## src/rtl/refbin_pkg.sv

```systemverilog
package refbin_pkg;

  // True when every bit of v below position n is zero (period due test).
  function automatic logic low_bits_clear(input logic [15:0] v, input int n);
    logic ok;
    ok = 1'b1;
    for (int i = 0; i < 16; i++) begin
      if (i < n && v[i]) ok = 1'b0;
    end
    return ok;
  endfunction

  // Index of the first set bit of v, or dflt when none is set.
  function automatic int first_set(input logic [15:0] v, input int width, input int dflt);
    int r;
    r = dflt;
    for (int i = 15; i >= 0; i--) begin
      if (i < width && v[i]) r = i;
    end
    return r;
  endfunction

endpackage

```

## src/rtl/refbin_bloom.sv

```systemverilog
module refbin_bloom #(
  parameter int ROW_W  = 6,
  parameter int FILT_M = 32,
  parameter int HASH_K = 2
) (
  input  logic             clk,
  input  logic             rst_n,
  input  logic             clear_i,
  input  logic             ins_i,
  input  logic [ROW_W-1:0] ins_row_i,
  input  logic [ROW_W-1:0] qry_row_i,
  output logic             hit_o
);
  localparam int IDX_W = $clog2(FILT_M);

  logic [FILT_M-1:0] bits_q;

  // Rotate left by s, then fold row bit b onto index bit (b mod IDX_W).
  function automatic logic [IDX_W-1:0] hidx(input logic [ROW_W-1:0] r, input int s);
    logic [ROW_W-1:0] rr;
    logic [IDX_W-1:0] acc;
    rr  = r;
    for (int n = 0; n < HASH_K; n++) begin
      if (n < s) rr = {rr[ROW_W-2:0], rr[ROW_W-1]};
    end
    acc = '0;
    for (int b = 0; b < ROW_W; b++) begin
      acc[b % IDX_W] = acc[b % IDX_W] ^ rr[b];
    end
    return acc;
  endfunction

  always_comb begin
    hit_o = 1'b1;
    for (int j = 0; j < HASH_K; j++) begin
      hit_o = hit_o & bits_q[hidx(qry_row_i, j)];
    end
  end

  always_ff @(posedge clk) begin
    if (!rst_n || clear_i) begin
      bits_q <= '0;
    end else if (ins_i) begin
      for (int j = 0; j < HASH_K; j++) begin
        bits_q[hidx(ins_row_i, j)] <= 1'b1;
      end
    end
  end

endmodule

```

## src/rtl/refbin_walker.sv

```systemverilog
module refbin_walker #(
  parameter int ROW_W = 6,
  parameter int PER_W = 2
) (
  input  logic             clk,
  input  logic             rst_n,
  input  logic             step_i,
  output logic [ROW_W-1:0] row_o,
  output logic [PER_W-1:0] period_o
);
  localparam logic [ROW_W-1:0] LAST_ROW = '1;

  always_ff @(posedge clk) begin
    if (!rst_n) begin
      row_o    <= '0;
      period_o <= '0;
    end else if (step_i) begin
      row_o <= row_o + 1'b1;
      if (row_o == LAST_ROW) period_o <= period_o + 1'b1;
    end
  end

endmodule

```

## src/rtl/refbin_issuer.sv

```systemverilog
module refbin_issuer #(
  parameter int ROW_W    = 6,
  parameter int NUM_BINS = 2,
  parameter int PER_W    = 2
) (
  input  logic                clk,
  input  logic                rst_n,
  input  logic                run_i,
  input  logic [NUM_BINS-1:0] hit_i,
  input  logic [ROW_W-1:0]    row_i,
  input  logic [PER_W-1:0]    period_i,
  input  logic                ready_i,
  output logic                step_o,
  output logic                valid_o,
  output logic [ROW_W-1:0]    row_o
);
  import refbin_pkg::*;

  int   cls;
  logic due;

  always_comb begin
    cls = first_set(16'(hit_i), NUM_BINS, NUM_BINS);
    due = low_bits_clear(16'(period_i), cls);
  end

  assign step_o = run_i && (!valid_o || ready_i);

  always_ff @(posedge clk) begin
    if (!rst_n) begin
      valid_o <= 1'b0;
      row_o   <= '0;
    end else if (step_o) begin
      valid_o <= due;
      if (due) row_o <= row_i;
    end else if (valid_o && ready_i) begin
      valid_o <= 1'b0;
    end
  end

endmodule

```

## src/rtl/refbin_sched.sv

```systemverilog
module refbin_sched #(
  parameter int ROW_W    = 6,
  parameter int FILT_M   = 32,
  parameter int HASH_K   = 2,
  parameter int NUM_BINS = 2
) (
  input  logic                                         clk,
  input  logic                                         rst_n,
  input  logic                                         run_en,
  input  logic                                         cfg_clear,
  input  logic                                         cfg_ins_valid,
  output logic                                         cfg_ins_ready,
  input  logic [((NUM_BINS > 1) ? $clog2(NUM_BINS) : 1)-1:0] cfg_ins_bin,
  input  logic [ROW_W-1:0]                             cfg_ins_row,
  output logic                                         ref_valid,
  input  logic                                         ref_ready,
  output logic [ROW_W-1:0]                             ref_row
);
  localparam int BIN_W = (NUM_BINS > 1) ? $clog2(NUM_BINS) : 1;
  localparam int PER_W = NUM_BINS;

  logic                idle;
  logic [NUM_BINS-1:0] hit_vec;
  logic [ROW_W-1:0]    walk_row;
  logic [PER_W-1:0]    walk_period;
  logic                step;

  assign idle          = !run_en && !ref_valid;
  assign cfg_ins_ready = idle;

  for (genvar g = 0; g < NUM_BINS; g++) begin : g_filt
    refbin_bloom #(
      .ROW_W (ROW_W),
      .FILT_M(FILT_M),
      .HASH_K(HASH_K)
    ) u_filt (
      .clk      (clk),
      .rst_n    (rst_n),
      .clear_i  (cfg_clear && idle),
      .ins_i    (cfg_ins_valid && idle && (cfg_ins_bin == BIN_W'(g))),
      .ins_row_i(cfg_ins_row),
      .qry_row_i(walk_row),
      .hit_o    (hit_vec[g])
    );
  end

  refbin_walker #(
    .ROW_W(ROW_W),
    .PER_W(PER_W)
  ) u_walk (
    .clk     (clk),
    .rst_n   (rst_n),
    .step_i  (step),
    .row_o   (walk_row),
    .period_o(walk_period)
  );

  refbin_issuer #(
    .ROW_W   (ROW_W),
    .NUM_BINS(NUM_BINS),
    .PER_W   (PER_W)
  ) u_issue (
    .clk     (clk),
    .rst_n   (rst_n),
    .run_i   (run_en),
    .hit_i   (hit_vec),
    .row_i   (walk_row),
    .period_i(walk_period),
    .ready_i (ref_ready),
    .step_o  (step),
    .valid_o (ref_valid),
    .row_o   (ref_row)
  );

endmodule

```

## config.mk

```make
export PLATFORM = sky130hd
export DESIGN_NAME = refbin_sched
export DESIGN_NICKNAME = d
export VERILOG_FILES = /design/src/rtl/refbin_pkg.sv /design/src/rtl/refbin_bloom.sv /design/src/rtl/refbin_walker.sv /design/src/rtl/refbin_issuer.sv /design/src/rtl/refbin_sched.sv
export SDC_FILE = /design/constraint.sdc
export NUM_CORES = 1
export LEC_CHECK = 0
export BUFFER_PORTS_ARGS = -buffer_cell sky130_fd_sc_hd__buf_2
export CELL_PAD_IN_SITES_DETAIL_PLACEMENT = 0
export CELL_PAD_IN_SITES_GLOBAL_PLACEMENT = 1
export CORE_MARGIN = 2
export CORE_UTILIZATION = 30
export CTS_CLUSTER_DIAMETER = 150
export CTS_CLUSTER_SIZE = 30
export DETAILED_ROUTE_END_ITERATION = 8
export PLACE_DENSITY_LB_ADDON = 0.1
export SLEW_MARGIN = 40
export SYNTH_ARGS = -nofsm -noshare
export SYNTH_HDL_FRONTEND = slang
export SYNTH_HIERARCHICAL = 1
export SYNTH_SLANG_ARGS = --single-unit
```

## constraint.sdc

```tcl
create_clock -name clk -period 3.2 [get_ports clk]
set_input_delay 0.16 -clock clk [delete_from_list [all_inputs] [get_ports clk]]
set_output_delay 0.16 -clock clk [all_outputs]
set_load 0.1 [all_outputs]
```

==> reports/results.tsv <==
metric	value	unit
DIE AREA	20000	µm²
H-tree depth	3	
Hold Crit Class	primary input to flip-flop	
# IOs	21	
Die X	142	µm
Reg power frac	0.387	
pin count of the biggest net entering global routing	47	
Yosys cell types	52	
Worst VDD drop	0.271	mV
Detailed Route WL	19600	µm
top routing layer in use	met4	
sequential area share after synthesis	0.279	
GRT Residual Overflow	0	
status	completed	
critical path's slowest cell	dfxtp_1	
initial core utilization	0.304	
CP Capture Type	flip-flop	
Worst EP required	3470	ps
Syn Nets	837	
CTS Sinks	79	
CP endpoint	u_issue/row_o[0]$_SDFFE_PN0P_	
number of global-route vias before repair	5504	
placed instance count	1041	
Worst Clk Skew	7.97	ps
Clock power frac	0.412	
PnR worst setup slack	267	ps
async set or reset register ratio after synthesis	0	
Worst Reg-to-Reg Cells	9	
Final Critical Period	2930	ps
Met1 Routed Length	9650	µm
fmax	341	MHz
FF-to-FF End	u_issue/row_o[0]$_SDFFE_PN0P_	
Arr. time, crit path	3200	ps
layout cells sized above 1	0.104	
Avg Cell Area, Syn	6.90	µm²
internal power	1.79	mW
TritonCTS clock tree	done	
Root Buffer	clkbuf_16	
number of flops mapped to enable cells by yosys	0	
unrepaired setup endpoints after global routing	false	
gpl congestion	0.849	
via count	5977	
TritonRoute pass-1 iters	5	
Crit Path Max Fanout	9	
Worst Tran Pin Value	811	ps
Logic pwr share	0.202	
Rel. slew slack	0.459	
Worst path max stage delay	420	ps
Net Sw Frac	0.313	
predominant post-synthesis flop cell	dfxtp_1	
DP HPWL	14600	µm
worst r2r src	u_walk/row_o[5]$_SDFFE_PN0P_	
crit path from	u_walk/row_o[5]$_SDFFE_PN0P_	
Die H	142	µm
Via density	5.65	
postcts setup bufs	0	
total negative slack	0	ps
P_sw	814	µW
Setup WS pre-CTS	161	ps
Non-Filler Instances	1057	
PD cells	410	nW/µm²
first-pass GRT wire length	31200	µm
wire length per cell	18.5	µm
Period Utilization, post-route	0.916	
Layout Area Growth over Synthesis	11.8	%
Lkg Pwr	2.22	nW
layout net count	832	
FILL cells	2027	
antenna violations before repair	0	
# DRC	0	
Final Hold Fails	0	
Synthesis Warnings	6	
R2R setup slack	270	ps
Placeable Area	18600	µm²
crit path cell chain	buf_4, xnor2_2, mux2_2, a211oi_1, a221oi_1, a31o_2, a31oi_1, o21a_1, mux2i_1	
met2 routed WL	8400	µm
kind of critical path	flip-flop to flip-flop	
post-synthesis register bit count	79	
post-route ant nets	0	
Longest Clk Path Bufs	2	
met3 routed WL	1270	µm
CTS clk-pin slew, worst paths	60	ps
antenna cells	0	
PortBufs	20	
Final setup viols	0	
maxcap violations	0	
CTS-repair resized insts	0	
Startpoint Class	flip-flop	
Post-Syn Instances	823	
initial drt markers	632	
Global Route Usage Sum	0.198	
Site Rows	50	
Mapped Area	5680	µm²
Final Max Slew Viols	0	
CTS Buf Count	9	
worst skew pair latency	340	ps
# hold bufs at CTS	0	
## layout by cell type (no fill, tap or decap), types with 16 or more instances in the layout
cell type / Yosys / final
dfxtp_1: 79 / 79
buf_2: 2 / 20
a21oi_1: 67 / 67
nand2_1: 153 / 153
mux2i_1: 23 / 23
nand3_1: 17 / 17
a31oi_1: 40 / 40
o21ai_0: 31 / 31
buf_4: 5 / 27
nor2_1: 111 / 111
nor2b_1: 17 / 17
o22ai_1: 28 / 28
nand2b_1: 16 / 16
## metal layers
| layer | GRT usage | vias to the layer above |
|---|---|---|
| met1 | 0.296 | 2818 |
| met4 | 0.0495 | 0 |
| met5 | 0 | - |
| met2 | 0.294 | 216 |
| li1 | - | 2923 |
| met3 | 0.0317 | 20 |
## cells in the mapped netlist, types with 3 or more instances
cell type | n | area share
nand2b_1 | 16 | 0.018
nor3b_1 | 9 | 0.012
buf_1 | 14 | 0.0093
buf_4 | 5 | 0.0066
and2_1 | 8 | 0.0088
o22ai_1 | 28 | 0.031
nor2b_1 | 17 | 0.019
clkbuf_1 | 41 | 0.027
a32oi_1 | 12 | 0.019
or3b_2 | 4 | 0.0062
a21boi_1 | 3 | 0.0040
or3_1 | 7 | 0.0077
xor2_1 | 13 | 0.020
a211oi_1 | 4 | 0.0053
nor2_1 | 111 | 0.073
o32ai_1 | 8 | 0.012
nand4b_1 | 4 | 0.0062
dfxtp_1 | 79 | 0.28
a21oi_1 | 67 | 0.059
a31oi_1 | 40 | 0.044
and3_1 | 8 | 0.0088
mux2i_1 | 23 | 0.041
nand3b_1 | 14 | 0.019
mux2_2 | 4 | 0.0079
o21ai_0 | 31 | 0.027
xnor2_1 | 13 | 0.020
nand2_1 | 153 | 0.10
nand3_1 | 17 | 0.015
nand4_1 | 10 | 0.011
inv_1 | 11 | 0.0073
a32o_1 | 6 | 0.011
nor3_1 | 8 | 0.0071
## critical path, delay by kind of cell, from the launching register on
kind                   cells  cell delay, ps
AO/OA/AOI/OAI              5            1170
multiplexers               2             630
flip-flops                 1             420
XOR/XNOR                   1             410
buffers and inverters      1             240
## metrics by stage
stage                      util  power, mW  cell area, µm²  hold slack, ps
after global routing      0.340       2.72            6350             194
after floorplan               -       1.40            5680             282
after CTS                 0.339       2.62            6320             185
final                     0.340       2.60            6350             193
after global placement    0.322       1.55            6010             445
after detailed placement  0.322       1.55            6010             444
## worst min path at each step
stage / from / end / slack [ps] / depth (start not counted)
2_1_floorplan: rst_n / u_walk/row_o[0]$_SDFFE_PN0P_ / 280 / 1
3_3_place_gp: u_issue/row_o[3]$_SDFFE_PN0P_ / u_issue/row_o[3]$_SDFFE_PN0P_ / 440 / 2
3_5_place_dp: u_issue/row_o[4]$_SDFFE_PN0P_ / u_issue/row_o[4]$_SDFFE_PN0P_ / 440 / 2
4_1_cts: ref_ready / u_issue/valid_o$_SDFFE_PN0P_ / 180 / 3
5_1_grt: ref_ready / u_issue/valid_o$_SDFFE_PN0P_ / 190 / 3
6_report: ref_ready / u_issue/valid_o$_SDFFE_PN0P_ / 190 / 3
## flip-flops by register name, summed over array words and instances (netlist names)
register	count
u_issue/row_o	6
u_walk/row_o	6
u_issue/valid_o	1
g_filt.u_filt/bits_q	64
u_walk/period_o	2
## power groups by stage
| stage | sequential (mW) | combinational, mW | clock, mW |
|---|---|---|---|
| floorplan | 1.04 | 0.360 | 0 |
| global placement | 1.03 | 0.522 | 0 |
| detailed placement | 1.03 | 0.517 | 0 |
| CTS | 1.01 | 0.519 | 1.10 |
| global route | 1.01 | 0.574 | 1.14 |
| finish | 1.01 | 0.525 | 1.07 |
## final cells by class
type,instances,area (µm²),area share
multi-input combinational,670,3820,0.602
sequential,79,1580,0.249
timing repair buffer,47,303,0.0477
tap,234,293,0.0461
clock buffer,9,225,0.0355
clock inverter,7,85.1,0.0134
inverter,11,41.3,0.00651
## cells by family after synthesis
| group | Yosys count | share of synthesized area |
|---|---|---|
| and+or+nand+nor | 395 | 0.328 |
| AOI/OAI and AO/OA | 219 | 0.242 |
| DFF | 79 | 0.279 |
| buffers and inverters | 74 | 0.0540 |
| xor gates and xnor gates | 28 | 0.0458 |
| muxes | 27 | 0.0485 |
| adders and majority gates | 1 | 0.00220 |
Power figures use the tool's default switching activity.
